File: config.mk
export PLATFORM = sky130hd
export DESIGN_NAME = mem_burst_selftest
export DESIGN_NICKNAME = d
export VERILOG_FILES = /design/src/rtl/mst_pkg.sv /design/src/rtl/mst_pattern.sv /design/src/rtl/mst_issue.sv /design/src/rtl/mst_rd_check.sv /design/src/rtl/mem_burst_selftest.sv
export SDC_FILE = /design/constraint.sdc
export NUM_CORES = 1
export LEC_CHECK = 0
export BUFFER_PORTS_ARGS = -buffer_cell sky130_fd_sc_hd__clkbuf_2
export CELL_PAD_IN_SITES_DETAIL_PLACEMENT = 0
export CELL_PAD_IN_SITES_GLOBAL_PLACEMENT = 2
export CORE_MARGIN = 5
export CORE_UTILIZATION = 30
export CTS_BUF_LIST = sky130_fd_sc_hd__clkbuf_4
export CTS_CLUSTER_SIZE = 10
export DETAILED_ROUTE_END_ITERATION = 7
export PLACE_DENSITY_LB_ADDON = 0.25
export REMOVE_ABC_BUFFERS = 1
export SLEW_MARGIN = 25
export SYNTH_ARGS = -nofsm -noshare
export SYNTH_HDL_FRONTEND = slang
export SYNTH_HIERARCHICAL = 1
export SYNTH_SLANG_ARGS = --single-unit
File: constraint.sdc
create_clock -name clk -period 6.8 [get_ports clk]
set_input_delay 0.68 -clock clk [delete_from_list [all_inputs] [get_ports clk]]
set_output_delay 0.68 -clock clk [all_outputs]
set_load 0.02 [all_outputs]
File: src/rtl/mst_pkg.sv
package mst_pkg;

   typedef enum logic [1:0] {
      PH_IDLE  = 2'd0,
      PH_WRITE = 2'd1,
      PH_READ  = 2'd2,
      PH_DRAIN = 2'd3
   } phase_t;

   localparam logic [15:0] PAT_KEY = 16'hC3A5;

   // counter width for a count of n values, never below one bit
   function automatic int cw(input int n);
      return (n > 1) ? $clog2(n) : 1;
   endfunction

endpackage

File: src/rtl/mst_pattern.sv
module mst_pattern #(
   parameter int ADDR_W = 21,
   parameter int DATA_W = 64,
   parameter int BEAT_W = 5
) (
   input  logic [ADDR_W-1:0] addr,
   input  logic [BEAT_W-1:0] beat,
   output logic [DATA_W-1:0] word
);
   localparam int LANES = DATA_W / 32;

   logic [31:0] a_ext;
   logic [15:0] fold;

   assign a_ext = 32'(addr);
   assign fold  = a_ext[15:0] ^ a_ext[31:16] ^ mst_pkg::PAT_KEY;

   for (genvar j = 0; j < LANES; j++) begin : g_lane
      assign word[32*j +: 32] = {fold, 8'(beat), 8'(j)};
   end
endmodule

File: src/rtl/mst_issue.sv
module mst_issue #(
   parameter int ADDR_W        = 21,
   parameter int NUM_BURSTS    = 4,
   parameter int REGION_BURSTS = 6,
   parameter int BEATS         = 32,
   parameter int BEAT_W        = mst_pkg::cw(BEATS),
   parameter int SLOT_W        = mst_pkg::cw(REGION_BURSTS),
   parameter int BURST_W       = mst_pkg::cw(NUM_BURSTS)
) (
   input  logic              clk,
   input  logic              rst_n,
   input  logic              calib_done,
   input  logic              loop_done,
   output logic              cmd_valid,
   output logic              cmd_write,
   output logic [ADDR_W-1:0] cmd_addr,
   output logic [BEAT_W-1:0] beat_idx,
   output logic [SLOT_W-1:0] base_slot,
   output logic              rx_en
);
   import mst_pkg::*;

   phase_t             phase_q;
   logic [BEAT_W-1:0]  beat_q;
   logic [BURST_W-1:0] burst_q;
   logic [SLOT_W-1:0]  slot_q, base_q, slot_nxt, base_nxt;
   logic [SLOT_W:0]    base_sum;
   logic               last_beat, last_burst;

   always_comb begin
      last_beat  = (beat_q == BEAT_W'(BEATS - 1));
      last_burst = (burst_q == BURST_W'(NUM_BURSTS - 1));
      slot_nxt   = (slot_q == SLOT_W'(REGION_BURSTS - 1)) ? '0 : slot_q + 1'b1;
      base_sum   = {1'b0, base_q} + (SLOT_W+1)'(NUM_BURSTS);
      base_nxt   = (base_sum >= (SLOT_W+1)'(REGION_BURSTS))
                 ? SLOT_W'(base_sum - (SLOT_W+1)'(REGION_BURSTS))
                 : base_sum[SLOT_W-1:0];
   end

   always_ff @(posedge clk) begin
      if (!rst_n) begin
         phase_q <= PH_IDLE;
         beat_q  <= '0;
         burst_q <= '0;
         slot_q  <= '0;
         base_q  <= '0;
      end else begin
         unique case (phase_q)
            PH_IDLE: begin
               if (calib_done) begin
                  phase_q <= PH_WRITE;
                  slot_q  <= base_q;
                  beat_q  <= '0;
                  burst_q <= '0;
               end
            end
            PH_WRITE: begin
               if (last_beat) begin
                  beat_q <= '0;
                  if (last_burst) begin
                     burst_q <= '0;
                     slot_q  <= base_q;
                     phase_q <= PH_READ;
                  end else begin
                     burst_q <= burst_q + 1'b1;
                     slot_q  <= slot_nxt;
                  end
               end else begin
                  beat_q <= beat_q + 1'b1;
               end
            end
            PH_READ: begin
               beat_q <= last_beat ? '0 : beat_q + 1'b1;
               if (beat_q == '0) begin
                  slot_q <= slot_nxt;
                  if (last_burst) begin
                     burst_q <= '0;
                     beat_q  <= '0;
                     phase_q <= PH_DRAIN;
                  end else begin
                     burst_q <= burst_q + 1'b1;
                  end
               end
            end
            PH_DRAIN: begin
               if (loop_done) begin
                  phase_q <= PH_WRITE;
                  base_q  <= base_nxt;
                  slot_q  <= base_nxt;
                  beat_q  <= '0;
                  burst_q <= '0;
               end
            end
            default: phase_q <= PH_IDLE;
         endcase
      end
   end

   assign cmd_valid = ((phase_q == PH_WRITE) || (phase_q == PH_READ)) && (beat_q == '0);
   assign cmd_write = (phase_q == PH_WRITE);
   assign cmd_addr  = ADDR_W'(32'(slot_q) * 32'(BEATS));
   assign beat_idx  = beat_q;
   assign base_slot = base_q;
   assign rx_en     = ((phase_q == PH_READ) || (phase_q == PH_DRAIN)) && !loop_done;
endmodule

File: src/rtl/mst_rd_check.sv
module mst_rd_check #(
   parameter int ADDR_W        = 21,
   parameter int DATA_W        = 64,
   parameter int NUM_BURSTS    = 4,
   parameter int REGION_BURSTS = 6,
   parameter int BEATS         = 32,
   parameter int PASS_W        = 16,
   parameter int BEAT_W        = mst_pkg::cw(BEATS),
   parameter int SLOT_W        = mst_pkg::cw(REGION_BURSTS),
   parameter int BURST_W       = mst_pkg::cw(NUM_BURSTS)
) (
   input  logic              clk,
   input  logic              rst_n,
   input  logic              rx_en,
   input  logic              rdata_valid,
   input  logic [DATA_W-1:0] rdata,
   input  logic [SLOT_W-1:0] base_slot,
   output logic              err,
   output logic [PASS_W-1:0] pass_count,
   output logic              loop_done
);
   logic [BEAT_W-1:0]  beat_q;
   logic [BURST_W-1:0] burst_q;
   logic               bad_q, err_q, done_q;
   logic [PASS_W-1:0]  pass_q;
   logic [SLOT_W:0]    slot_sum;
   logic [SLOT_W-1:0]  exp_slot;
   logic [ADDR_W-1:0]  exp_addr;
   logic [DATA_W-1:0]  exp_word;
   logic               take, miss;

   always_comb begin
      slot_sum = {1'b0, base_slot} + (SLOT_W+1)'(burst_q);
      exp_slot = (slot_sum >= (SLOT_W+1)'(REGION_BURSTS))
               ? SLOT_W'(slot_sum - (SLOT_W+1)'(REGION_BURSTS))
               : slot_sum[SLOT_W-1:0];
      exp_addr = ADDR_W'(32'(exp_slot) * 32'(BEATS));
   end

   mst_pattern #(
      .ADDR_W (ADDR_W),
      .DATA_W (DATA_W),
      .BEAT_W (BEAT_W)
   ) i_exp_pat (
      .addr (exp_addr),
      .beat (beat_q),
      .word (exp_word)
   );

   assign take = rx_en && rdata_valid;
   assign miss = take && (rdata != exp_word);

   always_ff @(posedge clk) begin
      if (!rst_n) begin
         beat_q  <= '0;
         burst_q <= '0;
         bad_q   <= 1'b0;
         err_q   <= 1'b0;
         done_q  <= 1'b0;
         pass_q  <= '0;
      end else begin
         done_q <= 1'b0;
         if (done_q) begin
            if (!bad_q) pass_q <= pass_q + 1'b1;
            bad_q <= 1'b0;
         end
         if (take) begin
            if (miss) begin
               err_q <= 1'b1;
               bad_q <= 1'b1;
            end
            if (beat_q == BEAT_W'(BEATS - 1)) begin
               beat_q <= '0;
               if (burst_q == BURST_W'(NUM_BURSTS - 1)) begin
                  burst_q <= '0;
                  done_q  <= 1'b1;
               end else begin
                  burst_q <= burst_q + 1'b1;
               end
            end else begin
               beat_q <= beat_q + 1'b1;
            end
         end
      end
   end

   assign err        = err_q;
   assign pass_count = pass_q;
   assign loop_done  = done_q;
endmodule

File: src/rtl/mem_burst_selftest.sv
module mem_burst_selftest #(
   parameter int ADDR_W        = 21,
   parameter int DQ_W          = 16,
   parameter int BURST_LEN     = 128,
   parameter int NUM_BURSTS    = 4,
   parameter int REGION_BURSTS = 6,
   parameter int PASS_W        = 16,
   localparam int DATA_W       = 4 * DQ_W,
   localparam int MASK_W       = DATA_W / 8
) (
   input  logic              clk,
   input  logic              rst_n,
   input  logic              calib_done,
   output logic              cmd_valid,
   output logic              cmd_write,
   output logic [ADDR_W-1:0] cmd_addr,
   output logic [DATA_W-1:0] wdata,
   output logic [MASK_W-1:0] wmask,
   input  logic [DATA_W-1:0] rdata,
   input  logic              rdata_valid,
   output logic              err,
   output logic [PASS_W-1:0] pass_count
);
   localparam int BEATS   = BURST_LEN / 4;
   localparam int BEAT_W  = mst_pkg::cw(BEATS);
   localparam int SLOT_W  = mst_pkg::cw(REGION_BURSTS);
   localparam int BURST_W = mst_pkg::cw(NUM_BURSTS);

   // elaboration-time parameter checks
   if (BURST_LEN < 4 || (BURST_LEN % 4) != 0) begin : g_bad_burst
      $error("BURST_LEN must be a positive multiple of 4");
   end
   if (BEATS > 256) begin : g_bad_beats
      $error("beat index must fit in eight bits");
   end
   if (DQ_W < 8 || (DQ_W % 8) != 0) begin : g_bad_dq
      $error("DQ_W must be a multiple of 8");
   end
   if (ADDR_W < 16 || ADDR_W > 32) begin : g_bad_addr
      $error("ADDR_W must lie between 16 and 32");
   end
   if (NUM_BURSTS < 1 || NUM_BURSTS > REGION_BURSTS) begin : g_bad_count
      $error("NUM_BURSTS must lie between 1 and REGION_BURSTS");
   end
   if ((64'(REGION_BURSTS) * 64'(BEATS)) > (64'd1 << ADDR_W)) begin : g_bad_region
      $error("test region exceeds the address space");
   end
   if (PASS_W < 1) begin : g_bad_pass
      $error("PASS_W must be at least one");
   end

   logic [BEAT_W-1:0] beat_idx;
   logic [SLOT_W-1:0] base_slot;
   logic              rx_en, loop_done;
   logic [DATA_W-1:0] wr_word;

   mst_issue #(
      .ADDR_W        (ADDR_W),
      .NUM_BURSTS    (NUM_BURSTS),
      .REGION_BURSTS (REGION_BURSTS),
      .BEATS         (BEATS),
      .BEAT_W        (BEAT_W),
      .SLOT_W        (SLOT_W),
      .BURST_W       (BURST_W)
   ) i_issue (
      .clk        (clk),
      .rst_n      (rst_n),
      .calib_done (calib_done),
      .loop_done  (loop_done),
      .cmd_valid  (cmd_valid),
      .cmd_write  (cmd_write),
      .cmd_addr   (cmd_addr),
      .beat_idx   (beat_idx),
      .base_slot  (base_slot),
      .rx_en      (rx_en)
   );

   mst_pattern #(
      .ADDR_W (ADDR_W),
      .DATA_W (DATA_W),
      .BEAT_W (BEAT_W)
   ) i_wr_pat (
      .addr (cmd_addr),
      .beat (beat_idx),
      .word (wr_word)
   );

   mst_rd_check #(
      .ADDR_W        (ADDR_W),
      .DATA_W        (DATA_W),
      .NUM_BURSTS    (NUM_BURSTS),
      .REGION_BURSTS (REGION_BURSTS),
      .BEATS         (BEATS),
      .PASS_W        (PASS_W),
      .BEAT_W        (BEAT_W),
      .SLOT_W        (SLOT_W),
      .BURST_W       (BURST_W)
   ) i_rd_check (
      .clk         (clk),
      .rst_n       (rst_n),
      .rx_en       (rx_en),
      .rdata_valid (rdata_valid),
      .rdata       (rdata),
      .base_slot   (base_slot),
      .err         (err),
      .pass_count  (pass_count),
      .loop_done   (loop_done)
   );

   assign wdata = cmd_write ? wr_word : '0;
   assign wmask = '0;
endmodule

==> metrics.yaml, run 1 <==
sta:
  post-route-min-period_ns: 2.62
  skew_ns: 0.0190
  fin_crit_sh_pct: 38.5
  slew_viol_final: 0
  grt_setup_unrepaired: "no"
  maxSlewHeadroom_pct: 59.0
  totalNegativeSetupSlack_ns: 0
  timing.fmax_mhz: 382
  hold_viol: 0
  worst_pin_slew_ns: 0.610
  report.final.setup_viol: 0
clocking:
  root_buffer: "clkbuf_4"
  clk_pin_slew_ns: 0.13
  cts_tree: "yes"
  cts_buffers: 5
  numClockSinks: 40
  htreeDepth: 2
  postCtsSetupBuffers: 0
  clk_latency_ns: 0.37
  hold_buffers: 0
  clk_path_buf_depth: 2
  cts_resized: 0
global_routing:
  antenna_found_initial: 0
  grt_usage_pct: 10.8
  top_usage_layer: "met2"
  grt_pass1_vias: 3311
  grt_max_degree: 75
  grt_pass1_wl_um: 16200
  met1_usage_pct: 13.4
  grt_util_met3_pct: 2.11
  grt_overflow: 0
  grtUsageMet2_pct: 19.2
setup_path:
  cp.arrival_ns: 2.86
  cp.required_ns: 7.04
  path_class: "flip-flop to flip-flop"
  critical_path_peak_fanout: 6
  start_kind: "flip-flop"
  endpoint_kind: "flip-flop"
yosys:
  yosysMostFrequentCell: "buf_4"
  synth_warnings: 6
  synth_edf_count: 0
  synth_top_area_share_pct: 21.8
  syn-cell-area_um2: 4590
  syn_avg_cell_area_um2: 8.05
  synthCells: 570
  synth_cell_type_count: 54
  synth_ff_type: "dfxtp_1"
  synthArstFlopShare_pct: 0
  ys_top_cells_by_count: "buf_4 (133), xor2_1 (75), and2_2 (64)"
  ys_seq_area_share_pct: 17.5
  yosys_register_bits: 40
  synth_top_area_cell: "buf_4"
  ys_top_cells_by_area: "buf_4 (22%), dfxtp_1 (17%), xor2_1 (14%)"
floorplanning:
  core_area_um2: 15100
  row_count: 45
  die_h_um: 134
  die_x_um: 134
  pin_count: 180
  start_util_pct: 30.4
  die_area_um2: 17900
power:
  cellPowerDensity_nw_per_um2: 218
  p_leak_nw: 2.29
  ir_drop_mv: 0.116
route:
  postRouteAntennaNets: 0
  via_per_inst: 4.13
  wl_per_cell_um: 12.2
  drt_wl_total_um: 10100
  drt_first_pass_iters: 4
  drt_iter0_markers: 116
  routed-via-count: 3410
  drc: 0
run_status:
  status: "finished clean"
finish:
  final_nets: 721
  seq_area_um2: 801
  antenna_cells: 0
  fillers: 1693
  multiInputGateArea_um2: 2990
  drive_above_1_share_pct: 31.2
  final_cells: 825
  syn2layout_area_growth_pct: 4.31
place:
  place_inst: 817
  place_congestion: 0.761
  numPortBuffers: 118
  dp_hpwl_um: 8190
run:
  maxCapViolCount: 0
hold_path:
  hold_class: "flip-flop to flip-flop"
==> cell type report <==
class	count	share of cell area [%]
Sequential cell	40	16.7
Tap cell	188	4.92
Inverter	22	1.73
Timing Repair Buffer	119	12.5
Clock buffer	5	0.784
Multi-Input combinational cell	448	62.4
Clock inverter	3	0.967
==> where the power goes <==
part | switching (mW) | leakage, nW | total, mW | internal (mW)
clock | 0.0897 | 0.0418 | 0.168 | 0.0786
sequential | 0.0202 | 0.323 | 0.272 | 0.252
combinational | 0.391 | 1.92 | 0.603 | 0.212
==> per-stage QoR <==
stage               hold WS (ns)  utilization, %  total power [mW]  instance area, um^2  setup slack, ns
global placement           0.460            31.1             0.863                 4690             4.24
floorplan                  0.450               -             0.724                 3860             4.31
detailed placement         0.471            31.1             0.867                 4690             4.13
global route               0.532            31.7              1.12                 4790             3.83
CTS                        0.499            31.7              1.04                 4780             3.91
finish                     0.495            31.7              1.04                 4790             4.18
==> logic make-up (layout without fill, tap and decap cells) <==
kind of cell	Yosys count	after routing	synth area share (%)
and+or+nand+nor	191	191	26.8
buffers and inverters	168	149	24.8
xor gates and xnor gates	86	86	16.4
AOI/OAI and AO/OA	59	59	8.73
DFF	40	40	17.5
adders and majority gates	17	17	4.80
other	7	93	0.573
muxes	2	2	0.436
==> flip-flops by register name, summed over array words and instances, names as in the netlist <==
signal                 count
i_rd_check/bad_q           1
i_issue/slot_q             3
i_issue/beat_idx           5
i_issue/burst_q            2
i_rd_check/beat_q          5
i_rd_check/err             1
i_rd_check/loop_done       1
i_issue/base_slot          2
i_rd_check/pass_count     16
i_issue/phase_q            2
i_rd_check/burst_q         2
==> path summary, 6_finish.rpt <==
| check | to | start | slack, ns | cells past startpoint |
|---|---|---|---|---|
| max | i_rd_check/bad_q | i_issue/base_slot[1] | 4.18 | 11 |
| min | i_rd_check/err | i_rd_check/err | 0.50 | 2 |
| max reg2reg | i_rd_check/bad_q | i_issue/base_slot[1] | 4.18 | 11 |
| min reg2reg | i_rd_check/err | i_rd_check/err | 0.50 | 2 |
==> worst max-delay path, stage by stage (launching register included) <==
cell and delay (ns):
dfxtp_1 0.38, fa_1 0.64, nand2_1 0.07, nor2_1 0.08, o21ai_0 0.08, o21ai_0 0.07
inv_1 0.09, xor2_1 0.16, nor4_1 0.29, nand4_1 0.15, nor4_1 0.38, a21oi_1 0.12
==> placed cells by master (no fill, tap or decap), drive strengths merged, types with 13 or more instances in the layout <==
cell | Yosys | final
o21ai | 15 | 15
nor4 | 17 | 17
xor2 | 75 | 75
ha | 16 | 16
dfxtp | 40 | 40
nor2b | 14 | 14
inv | 22 | 23
and2 | 76 | 76
a21oi | 13 | 13
nand2 | 22 | 22
nand3 | 15 | 15
conb | 7 | 93
clkbuf | 13 | 123
==> per-layer routing <==
layer | wire length [um] | part of all wire [%]
met5 | 0 | 0
met4 | 70 | 0.69
met3 | 495 | 4.9
met2 | 4900 | 49
met1 | 4630 | 46
(Power assumes the default switching activity.)
==> inputs of run 2 (changes only) <==
- CORE_UTILIZATION: 30 -> 25
- clock period: 6.8 -> 2.35 ns (I/O delays scaled with it)
==> run 2 against run 1 <==
The flow now finishes with violations (setup timing). Sequential power rose to 2.9 times the previous value. Register-to-register slack worse by 4.3 ns. Critical path depth down 2. Non-clock buffer count up 6. Clock power rose to 2.9 times the previous value. Design area up 2.4%. Critical path type unchanged.
==> metrics.yaml, run 2 (synthesis gave the netlist of run 1 again) <==
run_status:
  status: "finished with violations"
  violations: "setup timing"
finish:
  antenna_cells: 0
  multiInputGateArea_um2: 3000
  drive_above_1_share_pct: 32.7
  fin_area_um2: 4900
  final_nets: 727
  largest_reg_flops: 16
  final_common_cell: "clkbuf_2"
  seq_area_um2: 803
  syn2layout_area_growth_pct: 6.84
  mostFrequentLayoutCells: "clkbuf_2 (118), conb_1 (93), xor2_1 (75)"
  fillers: 2018
setup_path:
  r2r-start: "i_rd_check/burst_q[1]"
  endpoint_kind: "flip-flop"
  path_class: "flip-flop to flip-flop"
  critical_path_peak_fanout: 5
  reg2reg_slack_ns: -0.07
  start_kind: "flip-flop"
  cp.arrival_ns: 2.70
  cp.required_ns: 2.62
  worstReg2RegEnd: "i_rd_check/err"
  r2r_cells: 9
floorplanning:
  die_h_um: 145
  die_x_um: 145
  row_count: 49
  die_area_um2: 21200
  pin_count: 180
  core_area_um2: 18000
  start_util_pct: 25.5
sta:
  timing.hold.ws_ns: 0.307
  timing.fmax_mhz: 413
  maxSlewHeadroom_pct: 56.4
  skew_ns: 0.0160
  grt_setup_unrepaired: "yes"
  post-route-min-period_ns: 2.42
  report.final.setup_viol: 2
  hold_viol: 0
  slew_viol_final: 0
  worst_pin_slew_ns: 0.648
  totalNegativeSetupSlack_ns: -0.140
  fin_crit_sh_pct: 103
  postLayoutSetupSlackWorst_ns: -0.0705
global_routing:
  grt_pass1_wl_um: 17200
  antenna_found_initial: 0
  grt_max_degree: 57
  grt_usage_pct: 9.59
  grt_pass1_vias: 3343
  grt_overflow: 0
power:
  p_sw_share_pct: 48.0
  cellPowerDensity_nw_per_um2: 618
  p_leak_nw: 2.32
  power_switching_mw: 1.45
  internal_power_mw: 1.58
  power_mw: 3.03
  ir_drop_mv: 0.235
  p_seq_share_pct: 25.9
  comb_power_share_pct: 58.0
  power.share.clock_pct: 16.0
clocking:
  htreeDepth: 2
  cts_tree: "yes"
  root_buffer: "clkbuf_4"
  clk_latency_ns: 0.37
  clk_path_buf_depth: 2
  numClockSinks: 40
  clk_pin_slew_ns: 0.14
  cts_buffers: 5
route:
  drc: 0
  via_per_inst: 3.87
  postRouteAntennaNets: 0
  routed-via-count: 3377
  drt_first_pass_iters: 5
  drt_iter0_markers: 99
  wl_per_cell_um: 12.0
  drt_wl_total_um: 10500
hold_path:
  whs_path_depth: 4
  min_from: "rst_n"
  hold_path_end: "i_issue/burst_q[1]"
  hold_class: "input pin to flip-flop"
place:
  placed_area_um2: 4780
  numPortBuffers: 118
  dp_hpwl_um: 8630
  place_congestion: 0.732
run:
  maxCapViolCount: 0
[run 2: power by group through the flow]
stage	registers (mW)	clock network, mW	logic [mW]
after global routing	0.797	0.544	1.92
final	0.786	0.485	1.76
after floorplan	0.794	0	1.30
after global placement	0.798	0	1.72
after CTS	0.784	0.515	1.74
after detailed placement	0.799	0	1.73
[run 2: timing repair]
| item | CTS | global route |
|---|---|---|
| endpoints found under the hold margin | 0 | 0 |
| pin swaps | 8 | 3 |
| hold buffers | 0 | 0 |
| gates resized for setup | 5 | 6 |
| setup buffers | 1 | 0 |
| setup endpoints to repair | 24 | 24 |
[run 2: final cells by class]
type                    count  area share, %
multi-input cells         448           61.3
clock inverters             3          0.868
inverters                  22           1.68
flip-flops and latches     40           16.4
well taps                 229           5.84
clock buffers               5          0.766
repair buffers            125           13.2
[run 2: metal layers]
metal / global-route usage, % / routed length, um
met1: 12.1 / 4860
met2: 17.0 / 5150
met3: 2.06 / 419
met4: 1.87 / 81
met5: 0 / 0
[run 2: metrics by stage]
| step | setup slack, ns | utilization, % | std cells |
|---|---|---|---|
| floorplan | -0.00150 | - | 510 |
| global placement | -0.203 | 26.5 | 863 |
| detailed placement | -0.295 | 26.5 | 863 |
| CTS | -0.137 | 27.1 | 872 |
| global route | -0.207 | 27.2 | 872 |
| finish | -0.0705 | 27.2 | 872 |
[run 2: worst max path at each step]
stage | start | to | slack (ns) | cells after the start
2_1_floorplan | i_issue/base_slot[1] | i_rd_check/bad_q | -0.002 | 11
3_3_place_gp | i_issue/base_slot[1] | i_rd_check/err | -0.20 | 12
3_5_place_dp | i_issue/base_slot[1] | i_rd_check/err | -0.29 | 12
4_1_cts | i_rd_check/burst_q[1] | i_rd_check/err | -0.14 | 9
5_1_grt | i_rd_check/burst_q[1] | i_rd_check/err | -0.21 | 9
6_report | i_rd_check/burst_q[1] | i_rd_check/err | -0.07 | 9
[run 2: worst max-delay path, stage by stage (launching register included)]
cell	delay, ns
dfxtp_2	0.36
fa_2	0.62
o21ai_1	0.07
a22o_1	0.25
xor2_1	0.17
nor4_1	0.30
nand4_1	0.18
nor4_2	0.18
buf_4	0.15
a21oi_1	0.05
==> inputs of run 3 (changes only) <==
- ABC_AREA: unset -> 1
- CORE_UTILIZATION: 25 -> 23
==> run 3 against run 2 <==
Largest cell class unchanged. Global-route usage is 0.78 points lower. Critical path depth is 6 higher. Sequential power is 2.8% higher. Area after synthesis is 15% higher. Non-clock buffer count is 2 lower. The flow now finishes without violations. Core utilization is 2.2 points lower. Combinational power is 16% higher. Die area is 24% higher. First-iteration DRC count is 57% higher. Critical path type unchanged. Worst hold slack worse by 0.031 ns. Clock skew is 0.0059 ns lower.
==> metrics.yaml, run 3 <==
yosys:
  ys_top_cells_by_count: "nand2_1 (296), inv_1 (224), buf_4 (134)"
  synth_top_area_cell: "nand2_1"
  syn-cell-area_um2: 5290
  ys_top_cells_by_area: "nand2_1 (21%), buf_4 (19%), inv_1 (16%)"
  synthArstFlopShare_pct: 0
  yosys_register_bits: 40
  synth_ff_type: "dfxtp_1"
  synth_warnings: 6
  ys_seq_area_share_pct: 15.1
  yosysMostFrequentCell: "nand2_1"
  synth_cell_type_count: 35
  synth_edf_count: 0
  synth_top_area_share_pct: 21.0
  synthCells: 965
  syn_avg_cell_area_um2: 5.48
finish:
  final_nets: 1133
  fillers: 2653
  drive_above_1_share_pct: 15.5
  fin_area_um2: 5660
  final_common_cell: "nand2_1"
  mostFrequentLayoutCells: "nand2_1 (296), inv_1 (224), clkbuf_2 (118)"
  syn2layout_area_growth_pct: 6.86
  largest_reg_flops: 16
clocking:
  clk_pin_slew_ns: 0.14
  clk_path_buf_depth: 2
  clk_latency_ns: 0.35
  htreeDepth: 2
  cts_buffers: 5
  numClockSinks: 40
  root_buffer: "clkbuf_4"
  cts_tree: "yes"
power:
  p_leak_nw: 3.69
  cellPowerDensity_nw_per_um2: 588
  ir_drop_mv: 0.276
route:
  drt_iter0_markers: 155
  postRouteAntennaNets: 0
  via_per_inst: 3.44
  routed-via-count: 4593
  drt_wl_total_um: 12000
  drc: 0
  drt_first_pass_iters: 4
  wl_per_cell_um: 8.96
hold_path:
  whs_path_depth: 3
  hold_class: "input pin to flip-flop"
  min_from: "rdata_valid"
place:
  place_congestion: 0.694
  placed_area_um2: 5560
  numPortBuffers: 118
  dp_hpwl_um: 10300
  post-place-ws_ns: 0.0870
setup_path:
  cp_common_cell: "nand2_1"
  cp.depth: 15
  cp.required_ns: 2.58
  critical_path_peak_fanout: 4
  path_cells: "fa_1 -> xnor2_1 -> nand2_1 -> mux2i_4 -> inv_1 -> nand2_1 -> nand2_1 -> nor2_1 -> nand2_1 -> nor2_1 -> nand2_1 -> nor2_1 -> nand2_1 -> nand2_1 -> a21oi_1"
  r2r_cells: 15
  start_kind: "flip-flop"
  crit_family: "simple AND/OR/NAND/NOR gates"
  critPathSlowestCell: "fa_1"
  r2r-start: "i_issue/base_slot[1]"
  cp.arrival_ns: 2.41
  cpPeakStageDelay_ns: 0.47
  startpoint: "i_issue/base_slot[1]"
  endpoint_kind: "flip-flop"
  path_buf_inv: 1
  path_class: "flip-flop to flip-flop"
global_routing:
  antenna_found_initial: 1
  grt_pass1_wl_um: 19500
  grt_max_degree: 58
  grt_pass1_vias: 4267
  grt_overflow: 0
  grt_usage_pct: 8.82
sta:
  hold_viol: 0
  totalNegativeSetupSlack_ns: 0
  grt_setup_unrepaired: "no"
  fin_crit_sh_pct: 92.5
  postLayoutSetupSlackWorst_ns: 0.176
  skew_ns: 0.0101
  timing.fmax_mhz: 460
  report.final.setup_viol: 0
  post-route-min-period_ns: 2.17
  slew_viol_final: 0
run_status:
  status: "finished clean"
floorplanning:
  pin_count: 180
  row_count: 55
  die_h_um: 162
  die_area_um2: 26100
  core_area_um2: 22600
  start_util_pct: 23.4
  die_x_um: 162
run:
  maxCapViolCount: 0
[run 3: cell count changes in the layout (fill, tap and decap cells not counted), moves of 15 or more]
| cell | delta |
|---|---|
| nand2_1 | +274 |
| nor2_1 | +107 |
| inv_1 | +202 |
| nor4_1 | -15 |
| xor2_1 | -63 |
| and2_2 | -64 |
[run 3: area by class of cell]
type	instances	area, um^2	area share, %
Inverter	230	863	15.3
Multi-Input combinational cell	648	2910	51.5
Tap cell	285	357	6.31
Clock inverter	3	42.5	0.752
Timing Repair Buffer	123	641	11.3
Antenna cell	1	2.50	0.0442
Clock buffer	5	37.5	0.664
Sequential cell	40	801	14.2
[run 3: metal layers]
metal	vias to the layer above	share of wire [%]	track usage [%]
li1	2696	-	-
met1	1769	49	11.2
met2	126	43	15.1
met3	2	7.5	2.64
met4	0	0.36	1.38
met5	-	0	0
[run 3: metrics by stage]
stage	power (mW)	instances	hold slack (ns)	utilization [%]
floorplan	2.36	918	0.356	-
global placement	2.89	1326	0.452	24.6
detailed placement	2.88	1326	0.451	24.6
CTS	3.38	1334	0.255	24.9
global route	3.69	1334	0.285	25.0
finish	3.33	1335	0.276	25.0
[run 3: logic make-up (layout without fill, tap and decap cells)]
group                      count (synthesis)  after routing  synth area share (%)
xor gates and xnor gates                  13             13                  2.15
buffers and inverters                    373            361                  37.0
and+or+nand+nor                          468            468                  36.3
adders and majority gates                 17             17                  4.16
other                                      7            104                 0.497
DFF                                       40             40                  15.1
muxes                                      1              1                 0.189
AOI/OAI and AO/OA                         46             46                  4.66
[run 3: final timing paths]
check	slack (ns)	to
setup / recovery	0.18	i_rd_check/err
hold / removal	0.28	i_rd_check/beat_q[1]
setup reg to reg	0.18	i_rd_check/err
hold reg to reg	0.47	i_rd_check/err
[run 3: power by group]
group          leakage [nW]  total (mW)  internal (mW)  switching (mW)
clock                0.0428       0.477          0.223           0.254
sequential            0.324       0.808          0.746          0.0621
combinational          3.32        2.04          0.598            1.44
total                  3.69        3.33           1.57            1.76
[run 3: worst register-to-register path: stages (launching register included)]
cell	delay, ns
dfxtp_1	0.35
fa_1	0.47
xnor2_1	0.19
nand2_1	0.11
mux2i_4	0.19
inv_1	0.06
nand2_1	0.05
nand2_1	0.05
nor2_1	0.09
nand2_1	0.06
nor2_1	0.11
nand2_1	0.06
nor2_1	0.09
nand2_1	0.06
nand2_1	0.08
a21oi_1	0.06
[run 3: repair_timing]
action / 4_1_cts / 5_1_grt
hold buffers: 0 / 0
buffers inserted: 0 / 0
gates resized for setup: 0 / 2
endpoints found under the setup margin: 0 / 2
